`config.mk`:
```
export PLATFORM = sky130hd
export DESIGN_NAME = wdt_seq_guard
export DESIGN_NICKNAME = d
export VERILOG_FILES = /design/src/rtl/wdt_pkg.sv /design/src/rtl/wdt_seq_chk.sv /design/src/rtl/wdt_regs.sv /design/src/rtl/wdt_core.sv /design/src/rtl/wdt_seq_guard.sv
export SDC_FILE = /design/constraint.sdc
export NUM_CORES = 1
export LEC_CHECK = 0
export ABC_AREA = 1
export CAP_MARGIN = 40
export CORE_MARGIN = 3
export CORE_UTILIZATION = 29
export CTS_BUF_LIST = sky130_fd_sc_hd__clkbuf_4
export DETAILED_ROUTE_END_ITERATION = 12
export DONT_BUFFER_PORTS = 1
export GPL_ROUTABILITY_DRIVEN = 1
export GPL_TIMING_DRIVEN = 1
export PLACE_DENSITY = 0.46
export SLEW_MARGIN = 20
export SYNTH_ARGS = -nofsm -noshare
export SYNTH_HDL_FRONTEND = slang
export SYNTH_SLANG_ARGS = --single-unit
```
`constraint.sdc`:
```
create_clock -name clk -period 3.65 [get_ports clk]
set_input_delay 1.095 -clock clk [delete_from_list [all_inputs] [get_ports clk]]
set_output_delay 1.095 -clock clk [all_outputs]
set_load 0.02 [all_outputs]
```
`src/rtl/wdt_pkg.sv`:
```
// Shared constants and types for the keyed windowed watchdog.
// Assumes a 16-bit bus with word addresses; the register layout is fixed here.
package wdt_pkg;
    localparam int ADDR_W = 3;
    localparam int DATA_W = 16;

    localparam logic [ADDR_W-1:0] A_CTRL_HI = 3'd0;
    localparam logic [ADDR_W-1:0] A_CTRL_LO = 3'd1;
    localparam logic [ADDR_W-1:0] A_TOV_HI  = 3'd2;
    localparam logic [ADDR_W-1:0] A_TOV_LO  = 3'd3;
    localparam logic [ADDR_W-1:0] A_WIN_HI  = 3'd4;
    localparam logic [ADDR_W-1:0] A_WIN_LO  = 3'd5;
    localparam logic [ADDR_W-1:0] A_KICK    = 3'd6;
    localparam logic [ADDR_W-1:0] A_KEY     = 3'd7;

    localparam logic [DATA_W-1:0] KICK_ARM  = 16'hA602;
    localparam logic [DATA_W-1:0] KICK_FIRE = 16'hB480;
    localparam logic [DATA_W-1:0] KEY_ARM   = 16'hC520;
    localparam logic [DATA_W-1:0] KEY_FIRE  = 16'hD928;

    localparam logic [DATA_W-1:0]   RV_CTRL_HI = 16'h01D3;
    localparam logic [DATA_W-1:0]   RV_CTRL_LO = 16'h0001;
    localparam logic [2*DATA_W-1:0] RV_TOV     = 32'h004C_4B4C;
    localparam logic [2*DATA_W-1:0] RV_WIN     = 32'h0000_0010;

    localparam int B_EN     = 0;
    localparam int B_IRQ_EN = 2;
    localparam int B_WIN_EN = 3;
    localparam int B_FLAG   = 15;

    typedef enum logic [1:0] {
        ST_IDLE  = 2'd0,
        ST_GRACE = 2'd1,
        ST_RESET = 2'd2
    } wd_state_e;
endpackage

```
`src/rtl/wdt_seq_chk.sv`:
```
// Two-word key sequence checker.
// Arms on ARM written to its address, then expects FIRE as the next write to
// that address within GAP_MAX cycles. Reports done on a correct second word,
// fault on a wrong one or on silence past the gap. Assumes wr_hit is
// already qualified by the address.
module wdt_seq_chk #(
    parameter logic [15:0] ARM     = 16'hA602,
    parameter logic [15:0] FIRE    = 16'hB480,
    parameter int          GAP_MAX = 20
) (
    input  logic        clk,
    input  logic        rst_n,
    input  logic        wr_hit,
    input  logic [15:0] wdata,
    output logic        done,
    output logic        fault
);
    localparam int GW = $clog2(GAP_MAX + 1);

    logic          armed;
    logic [GW-1:0] gap;
    logic          late;
    logic          bad_val;

    // Decode the outcome of the current cycle for an armed sequence.
    always_comb begin
        done    = armed && wr_hit && (wdata == FIRE);
        bad_val = armed && wr_hit && (wdata != FIRE);
        late    = armed && !wr_hit && (gap == GW'(GAP_MAX));
        fault   = bad_val || late;
    end

    // Arm on the first word and count cycles until the second word or expiry.
    always_ff @(posedge clk) begin
        if (!rst_n) begin
            armed <= 1'b0;
            gap   <= '0;
        end else if (armed) begin
            if (wr_hit || late) armed <= 1'b0;
            else                gap   <= gap + GW'(1);
        end else if (wr_hit && (wdata == ARM)) begin
            armed <= 1'b1;
            gap   <= GW'(1);
        end
    end


    gap_step_chk: assert property (@(posedge clk) disable iff (!rst_n)
        (armed && $past(armed)) |-> (gap == $past(gap) + GW'(1)));


    done_disarm_chk: assert property (@(posedge clk) disable iff (!rst_n)
        done |=> !armed);
endmodule

```
`src/rtl/wdt_regs.sv`:
```
// Register file with the timed write lock and the sticky interrupt flag.
// Configuration writes pass only while the unlock window counter is nonzero;
// the flag clear (write one) is always allowed. Reads are combinational.
module wdt_regs
    import wdt_pkg::*;
#(
    parameter int UNLOCK_WIN = 256
) (
    input  logic              clk,
    input  logic              rst_n,
    input  logic              bus_wr,
    input  logic [ADDR_W-1:0] bus_addr,
    input  logic [DATA_W-1:0] bus_wdata,
    input  logic              unlock_done,
    input  logic              flag_set,
    output logic [DATA_W-1:0] bus_rdata,
    output logic              en,
    output logic              irq_en,
    output logic              win_en,
    output logic [31:0]       tov,
    output logic [31:0]       win,
    output logic              flag
);
    localparam int UW = $clog2(UNLOCK_WIN + 1);

    logic [UW-1:0]     ulk_cnt;
    logic              cfg_we;
    logic [DATA_W-1:0] ctrl_hi_q, tov_hi_q, tov_lo_q, win_hi_q, win_lo_q;

    assign cfg_we = bus_wr && (ulk_cnt != '0);
    assign en     = ctrl_hi_q[B_EN];
    assign irq_en = ctrl_hi_q[B_IRQ_EN];
    assign win_en = ctrl_hi_q[B_WIN_EN];
    assign tov    = {tov_hi_q, tov_lo_q};
    assign win    = {win_hi_q, win_lo_q};

    // Open the write window on an unlock and let it run down.
    always_ff @(posedge clk) begin
        if (!rst_n)                ulk_cnt <= '0;
        else if (unlock_done)      ulk_cnt <= UW'(UNLOCK_WIN);
        else if (ulk_cnt != '0)    ulk_cnt <= ulk_cnt - UW'(1);
    end

    // Hold the protected configuration words.
    always_ff @(posedge clk) begin
        if (!rst_n) begin
            ctrl_hi_q <= RV_CTRL_HI;
            tov_hi_q  <= RV_TOV[31:16];
            tov_lo_q  <= RV_TOV[15:0];
            win_hi_q  <= RV_WIN[31:16];
            win_lo_q  <= RV_WIN[15:0];
        end else if (cfg_we) begin
            case (bus_addr)
                A_CTRL_HI: ctrl_hi_q <= bus_wdata;
                A_TOV_HI:  tov_hi_q  <= bus_wdata;
                A_TOV_LO:  tov_lo_q  <= bus_wdata;
                A_WIN_HI:  win_hi_q  <= bus_wdata;
                A_WIN_LO:  win_lo_q  <= bus_wdata;
                default:   ;
            endcase
        end
    end

    // Sticky flag: set by a fault, cleared by writing one; set wins.
    always_ff @(posedge clk) begin
        if (!rst_n)        flag <= 1'b0;
        else if (flag_set) flag <= 1'b1;
        else if (bus_wr && (bus_addr == A_CTRL_LO) && bus_wdata[B_FLAG])
            flag <= 1'b0;
    end

    // Return the addressed register.
    always_comb begin
        case (bus_addr)
            A_CTRL_HI: bus_rdata = ctrl_hi_q;
            A_CTRL_LO: bus_rdata = RV_CTRL_LO | {flag, 15'd0};
            A_TOV_HI:  bus_rdata = tov_hi_q;
            A_TOV_LO:  bus_rdata = tov_lo_q;
            A_WIN_HI:  bus_rdata = win_hi_q;
            A_WIN_LO:  bus_rdata = win_lo_q;
            default:   bus_rdata = '0;
        endcase
    end


    locked_tov_chk: assert property (@(posedge clk) disable iff (!rst_n)
        (bus_wr && (bus_addr == A_TOV_LO) && (ulk_cnt == '0)) |=> $stable(tov_lo_q));


    flag_set_chk: assert property (@(posedge clk) disable iff (!rst_n)
        flag_set |=> flag);


    w0_keep_chk: assert property (@(posedge clk) disable iff (!rst_n)
        (flag && bus_wr && (bus_addr == A_CTRL_LO) && !bus_wdata[B_FLAG]) |=> flag);
endmodule

```
`src/rtl/wdt_core.sv`:
```
// Down-counter, window test and fault sequencer.
// A fault either opens a WCT-cycle grace period (interrupt enabled) or goes
// straight to a RST_LEN-cycle reset pulse. A time-out during the grace period
// forces the pulse at once. Faults seen during the pulse are dropped.
module wdt_core
    import wdt_pkg::*;
#(
    parameter int WCT     = 256,
    parameter int RST_LEN = 16
) (
    input  logic        clk,
    input  logic        rst_n,
    input  logic        en,
    input  logic        irq_en,
    input  logic        win_en,
    input  logic [31:0] tov,
    input  logic [31:0] win,
    input  logic        kick_done,
    input  logic        seq_fault,
    output logic        flag_set,
    output logic        wdt_rst
);
    localparam int WW = $clog2(WCT + 1);
    localparam int RW = $clog2(RST_LEN + 1);

    wd_state_e     state;
    logic [31:0]   cnt;
    logic [31:0]   elapsed;
    logic [WW-1:0] wct_cnt;
    logic [RW-1:0] rst_cnt;
    logic          win_bad, kick_ok, tmo, fault;

    // Classify this cycle's refresh and time-out.
    always_comb begin
        elapsed  = tov - cnt;
        win_bad  = win_en && kick_done && (elapsed < win);
        kick_ok  = kick_done && !win_bad;
        tmo      = en && (cnt == '0) && !kick_ok;
        fault    = tmo || seq_fault || win_bad;
        flag_set = (state == ST_IDLE) && fault && irq_en;
        wdt_rst  = (state == ST_RESET);
    end

    // Count down, reloading on a good refresh, on expiry or while disabled.
    always_ff @(posedge clk) begin
        if (!rst_n)                          cnt <= RV_TOV;
        else if (!en || kick_ok || cnt == '0) cnt <= tov;
        else                                  cnt <= cnt - 32'd1;
    end

    // Step through idle, grace period and reset pulse.
    always_ff @(posedge clk) begin
        if (!rst_n) begin
            state   <= ST_IDLE;
            wct_cnt <= '0;
            rst_cnt <= '0;
        end else begin
            case (state)
                ST_IDLE: begin
                    if (fault && irq_en) begin
                        state   <= ST_GRACE;
                        wct_cnt <= WW'(WCT - 1);
                    end else if (fault) begin
                        state   <= ST_RESET;
                        rst_cnt <= RW'(RST_LEN - 1);
                    end
                end
                ST_GRACE: begin
                    if (tmo || wct_cnt == '0) begin
                        state   <= ST_RESET;
                        rst_cnt <= RW'(RST_LEN - 1);
                    end else begin
                        wct_cnt <= wct_cnt - WW'(1);
                    end
                end
                ST_RESET: begin
                    if (rst_cnt == '0) state   <= ST_IDLE;
                    else               rst_cnt <= rst_cnt - RW'(1);
                end
                default: state <= ST_IDLE;
            endcase
        end
    end


    backup_chk: assert property (@(posedge clk) disable iff (!rst_n)
        (state == ST_GRACE && tmo) |=> wdt_rst);


    grace_hold_chk: assert property (@(posedge clk) disable iff (!rst_n)
        (state == ST_GRACE && !tmo && wct_cnt != '0) |=> !wdt_rst);


    direct_rst_chk: assert property (@(posedge clk) disable iff (!rst_n)
        (state == ST_IDLE && fault && !irq_en) |=> (wdt_rst && !flag_set));


    reload_chk: assert property (@(posedge clk) disable iff (!rst_n)
        tmo |=> (cnt == $past(tov)));


    pulse_min_chk: assert property (@(posedge clk) disable iff (!rst_n)
        (RST_LEN > 1 && $rose(wdt_rst)) |=> wdt_rst);
endmodule

```
`src/rtl/wdt_seq_guard.sv`:
```
// Top of the keyed windowed watchdog. It wires two sequence checkers
// (refresh and unlock), the register file and the counter core. irq follows
// the sticky flag. Assumes at most one bus write per cycle.
module wdt_seq_guard
    import wdt_pkg::*;
#(
    parameter int WCT        = 256,
    parameter int RST_LEN    = 16,
    parameter int GAP_MAX    = 20,
    parameter int UNLOCK_WIN = 256
) (
    input  logic                      clk,
    input  logic                      rst_n,
    input  logic                      bus_wr,
    input  logic [wdt_pkg::ADDR_W-1:0] bus_addr,
    input  logic [15:0]               bus_wdata,
    output logic [15:0]               bus_rdata,
    output logic                      irq,
    output logic                      wdt_rst
);
    localparam int NSEQ = 2;

    logic [NSEQ-1:0] seq_done;
    logic [NSEQ-1:0] seq_fault;
    logic            en, irq_en, win_en, flag, flag_set;
    logic [31:0]     tov, win;

    // Checker 0 guards the refresh register, checker 1 the unlock register.
    for (genvar i = 0; i < NSEQ; i++) begin : g_seq
        localparam logic [15:0]       ARM_V  = (i == 0) ? KICK_ARM  : KEY_ARM;
        localparam logic [15:0]       FIRE_V = (i == 0) ? KICK_FIRE : KEY_FIRE;
        localparam logic [ADDR_W-1:0] HIT_A  = (i == 0) ? A_KICK    : A_KEY;
        logic hit;
        assign hit = bus_wr && (bus_addr == HIT_A);
        wdt_seq_chk #(.ARM(ARM_V), .FIRE(FIRE_V), .GAP_MAX(GAP_MAX)) u_seq (
            .clk   (clk),
            .rst_n (rst_n),
            .wr_hit(hit),
            .wdata (bus_wdata),
            .done  (seq_done[i]),
            .fault (seq_fault[i])
        );
    end

    wdt_regs #(.UNLOCK_WIN(UNLOCK_WIN)) u_regs (
        .clk        (clk),
        .rst_n      (rst_n),
        .bus_wr     (bus_wr),
        .bus_addr   (bus_addr),
        .bus_wdata  (bus_wdata),
        .unlock_done(seq_done[1]),
        .flag_set   (flag_set),
        .bus_rdata  (bus_rdata),
        .en         (en),
        .irq_en     (irq_en),
        .win_en     (win_en),
        .tov        (tov),
        .win        (win),
        .flag       (flag)
    );

    wdt_core #(.WCT(WCT), .RST_LEN(RST_LEN)) u_core (
        .clk      (clk),
        .rst_n    (rst_n),
        .en       (en),
        .irq_en   (irq_en),
        .win_en   (win_en),
        .tov      (tov),
        .win      (win),
        .kick_done(seq_done[0]),
        .seq_fault(|seq_fault),
        .flag_set (flag_set),
        .wdt_rst  (wdt_rst)
    );

    assign irq = flag;
endmodule

```
==> Flow_metrics.wiki <==
{| class="wikitable"
! Metric !! Value
|-
| Synthesized flop and latch total || 150
|-
| Sum of met2 wire segment lengths after detailed routing || 16500 um
|-
| Proportion of synthesized flip-flops having asynchronous set or reset || 0%
|-
| Total congestion overflow || 0
|-
| Top_reg_cell synth || sky130_fd_sc_hd__dfxtp_1
|-
| Worst voltage drop across the vdd grid || 321 uV
|-
| Main combinational cell family by area after synthesis || compound AO/OA/AOI/OAI gates
|-
| Effective utilization at floorplan || 29.6%
|-
| Type of the tightest min-delay check || reg -> reg
|-
| Root Buffer || sky130_fd_sc_hd__clkbuf_4
|-
| Amount of wire on met3 after detailed routing || 1980 um
|-
| RePlAce Congestion || 0.919
|-
| H-tree depth || 4
|-
| Status || complete, but fails checks
|-
| Horizontal extent of the die || 186 um
|-
| Net count after synthesis || 1434
|-
| Vias per std cell || 4.95
|-
| Source of the worst hold timing path || u_regs.ctrl_hi_q[15]
|-
| Xor and xnor area share after synthesis || 5.31%
|-
| Final worst-path setup slack || -0.191 ns
|-
| Total number of nets in the final design || 1631
|-
| Port bufs || 0
|-
| Critical Path Sink Type || flop
|-
| Unrepaired setup endpoints after global routing || true
|-
| LEAKAGE || 5.43 nW
|-
| Uppermost routed layer || met4
|-
| Synth Area in Compound Gates || 22.2%
|-
| Die Y-Extent || 186 um
|-
| Number of clock buffers inserted by TritonCTS || 17
|-
| Highest net fanout along the worst path || 4
|-
| Final hold slack || 0.469 ns
|-
| Drc violations || 0
|-
| Worst Clk Skew || 0.0303 ns
|-
| Class of the most critical setup path || reg -> reg
|-
| Via count of the first global-routing pass || 9396
|-
| Violations in the final reports || setup timing
|-
| Placed wire-length estimate || 26900 um
|-
| Pre-Repair DR Iteration Count || 5
|-
| Detailed-route wire length || 36200 um
|-
| Ratio of cells with drive above 1 in the final layout || 28.6%
|-
| Overall Global Routing Usage || 20.9%
|-
| Commonest cells post-synth || 214 x sky130_fd_sc_hd__nand2_1, 173 x sky130_fd_sc_hd__inv_1, 159 x sky130_fd_sc_hd__a21oi_1
|-
| Number of sinks on the clock net || 150
|-
| Transition at the pin with the smallest max-transition slack || 0.763 ns
|-
| Number of vias after detailed routing || 9837
|-
| Largest cells by area after synthesis || sky130_fd_sc_hd__dfxtp_1 32%, sky130_fd_sc_hd__ha_1 9.4%, sky130_fd_sc_hd__nand2_1 8.5%
|-
| Adder-cell share of the synthesized area || 9.65%
|-
| Global-route wire length before repair || 54500 um
|-
| Pin count of the biggest net entering global routing || 111
|-
| Non-filler cells in the finished layout || 1986
|-
| Routed wirelength normalized by instance count || 18.2 um
|-
| Area of the multi-input gates || 6410 sq um
|-
| Avg Inst Size Synth || 7.02 sq um
|-
| Synth unique cells || 51
|-
| Power density over the cells || 499 nW/um^2
|-
| Number of cells produced by synthesis || 1340
|-
| Boundary Pins || 40
|-
| Placed instance count || 1927
|-
| DIE AREA || 34600 sq um
|-
| Highest achievable clock rate || 0.260 GHz
|-
| Element type at the critical path start || flop
|-
| Initial antenna violation count || 1
|-
| Clock-pin slew on the worst setup and hold paths || 0.16 ns
|-
| Final count of hold timing violations || 0
|-
| M1 wire length || 16800 um
|-
| Period utilisation layout || 105%
|-
| Synth-to-Final Area Change || 35.3%
|-
| Minimum clock period after layout || 3.84 ns
|-
| Top-area cell type share of the netlist area || 31.9%
|-
| Data arrival, critical path || 4.36 ns
|-
| Critical path startpoint || u_core.cnt[16]
|-
| Most instantiated library cell after synthesis || sky130_fd_sc_hd__nand2_1
|-
| Number of DRC markers after the initial detailed-route iteration || 718
|-
| Final count of pins violating max slew || 0
|-
| Site row count || 65
|-
| Register cell area after layout || 3030 sq um
|-
| Number of buffers on the longest clock path || 2
|-
| Number of max-cap violations || 0
|-
| Floorplan Core Area || 31800 sq um
|-
| Startpoint of the worst-slack reg-to-reg timing path || u_core.cnt[16]
|-
| Dpl ws || -0.532 ns
|-
| Proportion of synthesized chip area in sequential cells || 31.9%
|-
| Mux contribution to synthesized area || 0%
|-
| Final sum of negative setup slack || -5.06 ns
|-
| Count of flip-flops with a built-in enable after synthesis || 0
|-
| Largest area contributor in the synthesized netlist || sky130_fd_sc_hd__dfxtp_1
|-
| Critical path required time || 4.17 ns
|-
| Simple logic cell fraction of the synthesized area || 21.7%
|-
| Area of the mapped netlist || 9410 sq um
|-
| Source-to-sink clock delay at the later pin of the worst-skew pair || 0.60 ns
|-
| Number of warnings issued by yosys || 0
|-
| Antenna-violating nets left || 0
|-
| Total setup violations reported at the end of the flow || 49
|-
| Final-layout fill cell count || 3316
|-
| CTS tree || yes
|-
| Max-slew headroom || 49.1%
|-
| Final core occ || 40.0%
|}
cells by family after synthesis:
family	count (synthesis)
xor gates and xnor gates	57
adders and majority gates	72
and+or+nand+nor	464
buffers and inverters	222
DFF	150
AOI/OAI and AO/OA	375
placed cells by master (no fill, tap or decap), types with 16 or more instances in the layout:
master / instances
sky130_fd_sc_hd__a21oi_1: 133
sky130_fd_sc_hd__xnor2_1: 16
sky130_fd_sc_hd__nand3_1: 42
sky130_fd_sc_hd__dfxtp_1: 126
sky130_fd_sc_hd__clkbuf_4: 19
sky130_fd_sc_hd__ha_4: 22
sky130_fd_sc_hd__o211ai_1: 18
sky130_fd_sc_hd__a21oi_2: 23
sky130_fd_sc_hd__inv_2: 19
sky130_fd_sc_hd__o21ai_1: 19
sky130_fd_sc_hd__nor2_1: 113
sky130_fd_sc_hd__xor2_1: 40
sky130_fd_sc_hd__dfxtp_2: 24
sky130_fd_sc_hd__nor3_1: 28
sky130_fd_sc_hd__o21ai_2: 22
sky130_fd_sc_hd__nand2_1: 188
sky130_fd_sc_hd__o21ai_0: 95
sky130_fd_sc_hd__nand2_2: 18
sky130_fd_sc_hd__ha_1: 49
sky130_fd_sc_hd__buf_4: 192
sky130_fd_sc_hd__inv_1: 158
sequential cells by signal (all words and copies together) (netlist names), 5 cells and up:
signal / count
u_core.rst_cnt: 5
u_core.wct_cnt: 9
u_regs.ulk_cnt: 9
u_regs.win_hi_q: 16
u_regs.ctrl_hi_q: 16
u_core.cnt: 32
u_regs.tov_lo_q: 16
u_regs.tov_hi_q: 16
u_regs.win_lo_q: 16
g_seq.u_seq.gap: 10
stage by stage:
stage | cell area (sq um) | total power [mW]
6_report | 12700 | 6.35
5_1_grt | 12700 | 6.82
4_1_cts | 12500 | 6.17
3_5_place_dp | 11200 | 4.80
3_3_place_gp | 11200 | 4.78
2_1_floorplan | 9410 | 3.64
final cells by class:
class | instances | share of cell area (%)
tap | 435 | 4.28
clock inverter | 13 | 0.668
sequential | 150 | 23.8
multi-input combinational | 970 | 50.4
inverter | 183 | 5.55
antenna | 1 | 0.0197
timing repair buffer | 215 | 14.2
clock buffer | 19 | 1.12
final timing paths:
path | endpoint | slack (ns) | cells past startpoint
hold / removal | u_regs.ctrl_hi_q[15] | 0.47 | 2
hold reg to reg | u_regs.ctrl_hi_q[15] | 0.47 | 2
setup / recovery | u_regs.flag | -0.19 | 26
setup reg to reg | u_regs.flag | -0.19 | 26
power by group:
| group | switching (mW) | internal [mW] | total (mW) | leakage, nW |
|---|---|---|---|---|
| Sequential | 0.0884 | 1.77 | 1.86 | 1.22 |
| Combinational | 1.92 | 1.62 | 3.54 | 4.08 |
| Clock | 0.673 | 0.278 | 0.951 | 0.122 |
| Total | 2.68 | 3.67 | 6.35 | 5.43 |
worst max-delay path: stages, from the launching register on:
cell and delay, ns:
sky130_fd_sc_hd__dfxtp_2 0.38, sky130_fd_sc_hd__inv_4 0.05, sky130_fd_sc_hd__ha_4 0.27, sky130_fd_sc_hd__a21oi_2 0.21, sky130_fd_sc_hd__o21ai_2 0.08, sky130_fd_sc_hd__a21oi_1 0.20, sky130_fd_sc_hd__o211ai_1 0.11, sky130_fd_sc_hd__buf_4 0.16
sky130_fd_sc_hd__nand2_2 0.05, sky130_fd_sc_hd__o211ai_1 0.10, sky130_fd_sc_hd__a21oi_1 0.19, sky130_fd_sc_hd__xor2_1 0.21, sky130_fd_sc_hd__ha_1 0.28, sky130_fd_sc_hd__a21oi_2 0.13, sky130_fd_sc_hd__nor2_1 0.05, sky130_fd_sc_hd__nor2_1 0.11
sky130_fd_sc_hd__nand4_1 0.13, sky130_fd_sc_hd__nor2_2 0.12, sky130_fd_sc_hd__nand2_1 0.07, sky130_fd_sc_hd__nand2_2 0.09, sky130_fd_sc_hd__buf_6 0.12, sky130_fd_sc_hd__nand2_8 0.05, sky130_fd_sc_hd__nand2_4 0.09, sky130_fd_sc_hd__nand2_8 0.09
sky130_fd_sc_hd__buf_4 0.17, sky130_fd_sc_hd__buf_6 0.11, sky130_fd_sc_hd__a21oi_2 0.11
per-layer routing:
metal	track usage, %	vias up
li1	-	4924
met1	28.7	4595
met2	34.1	264
met3	3.46	54
met4	5.90	0
met5	0	-
timing repair:
action,in CTS,in global routing
gates resized for setup,200,54
cloned,6,0
pin swaps,60,47
buffers inserted,17,4
setup endpoints to repair,51,54
hold buffers,0,0
Note: power is estimated with default switching activity, not from simulation.
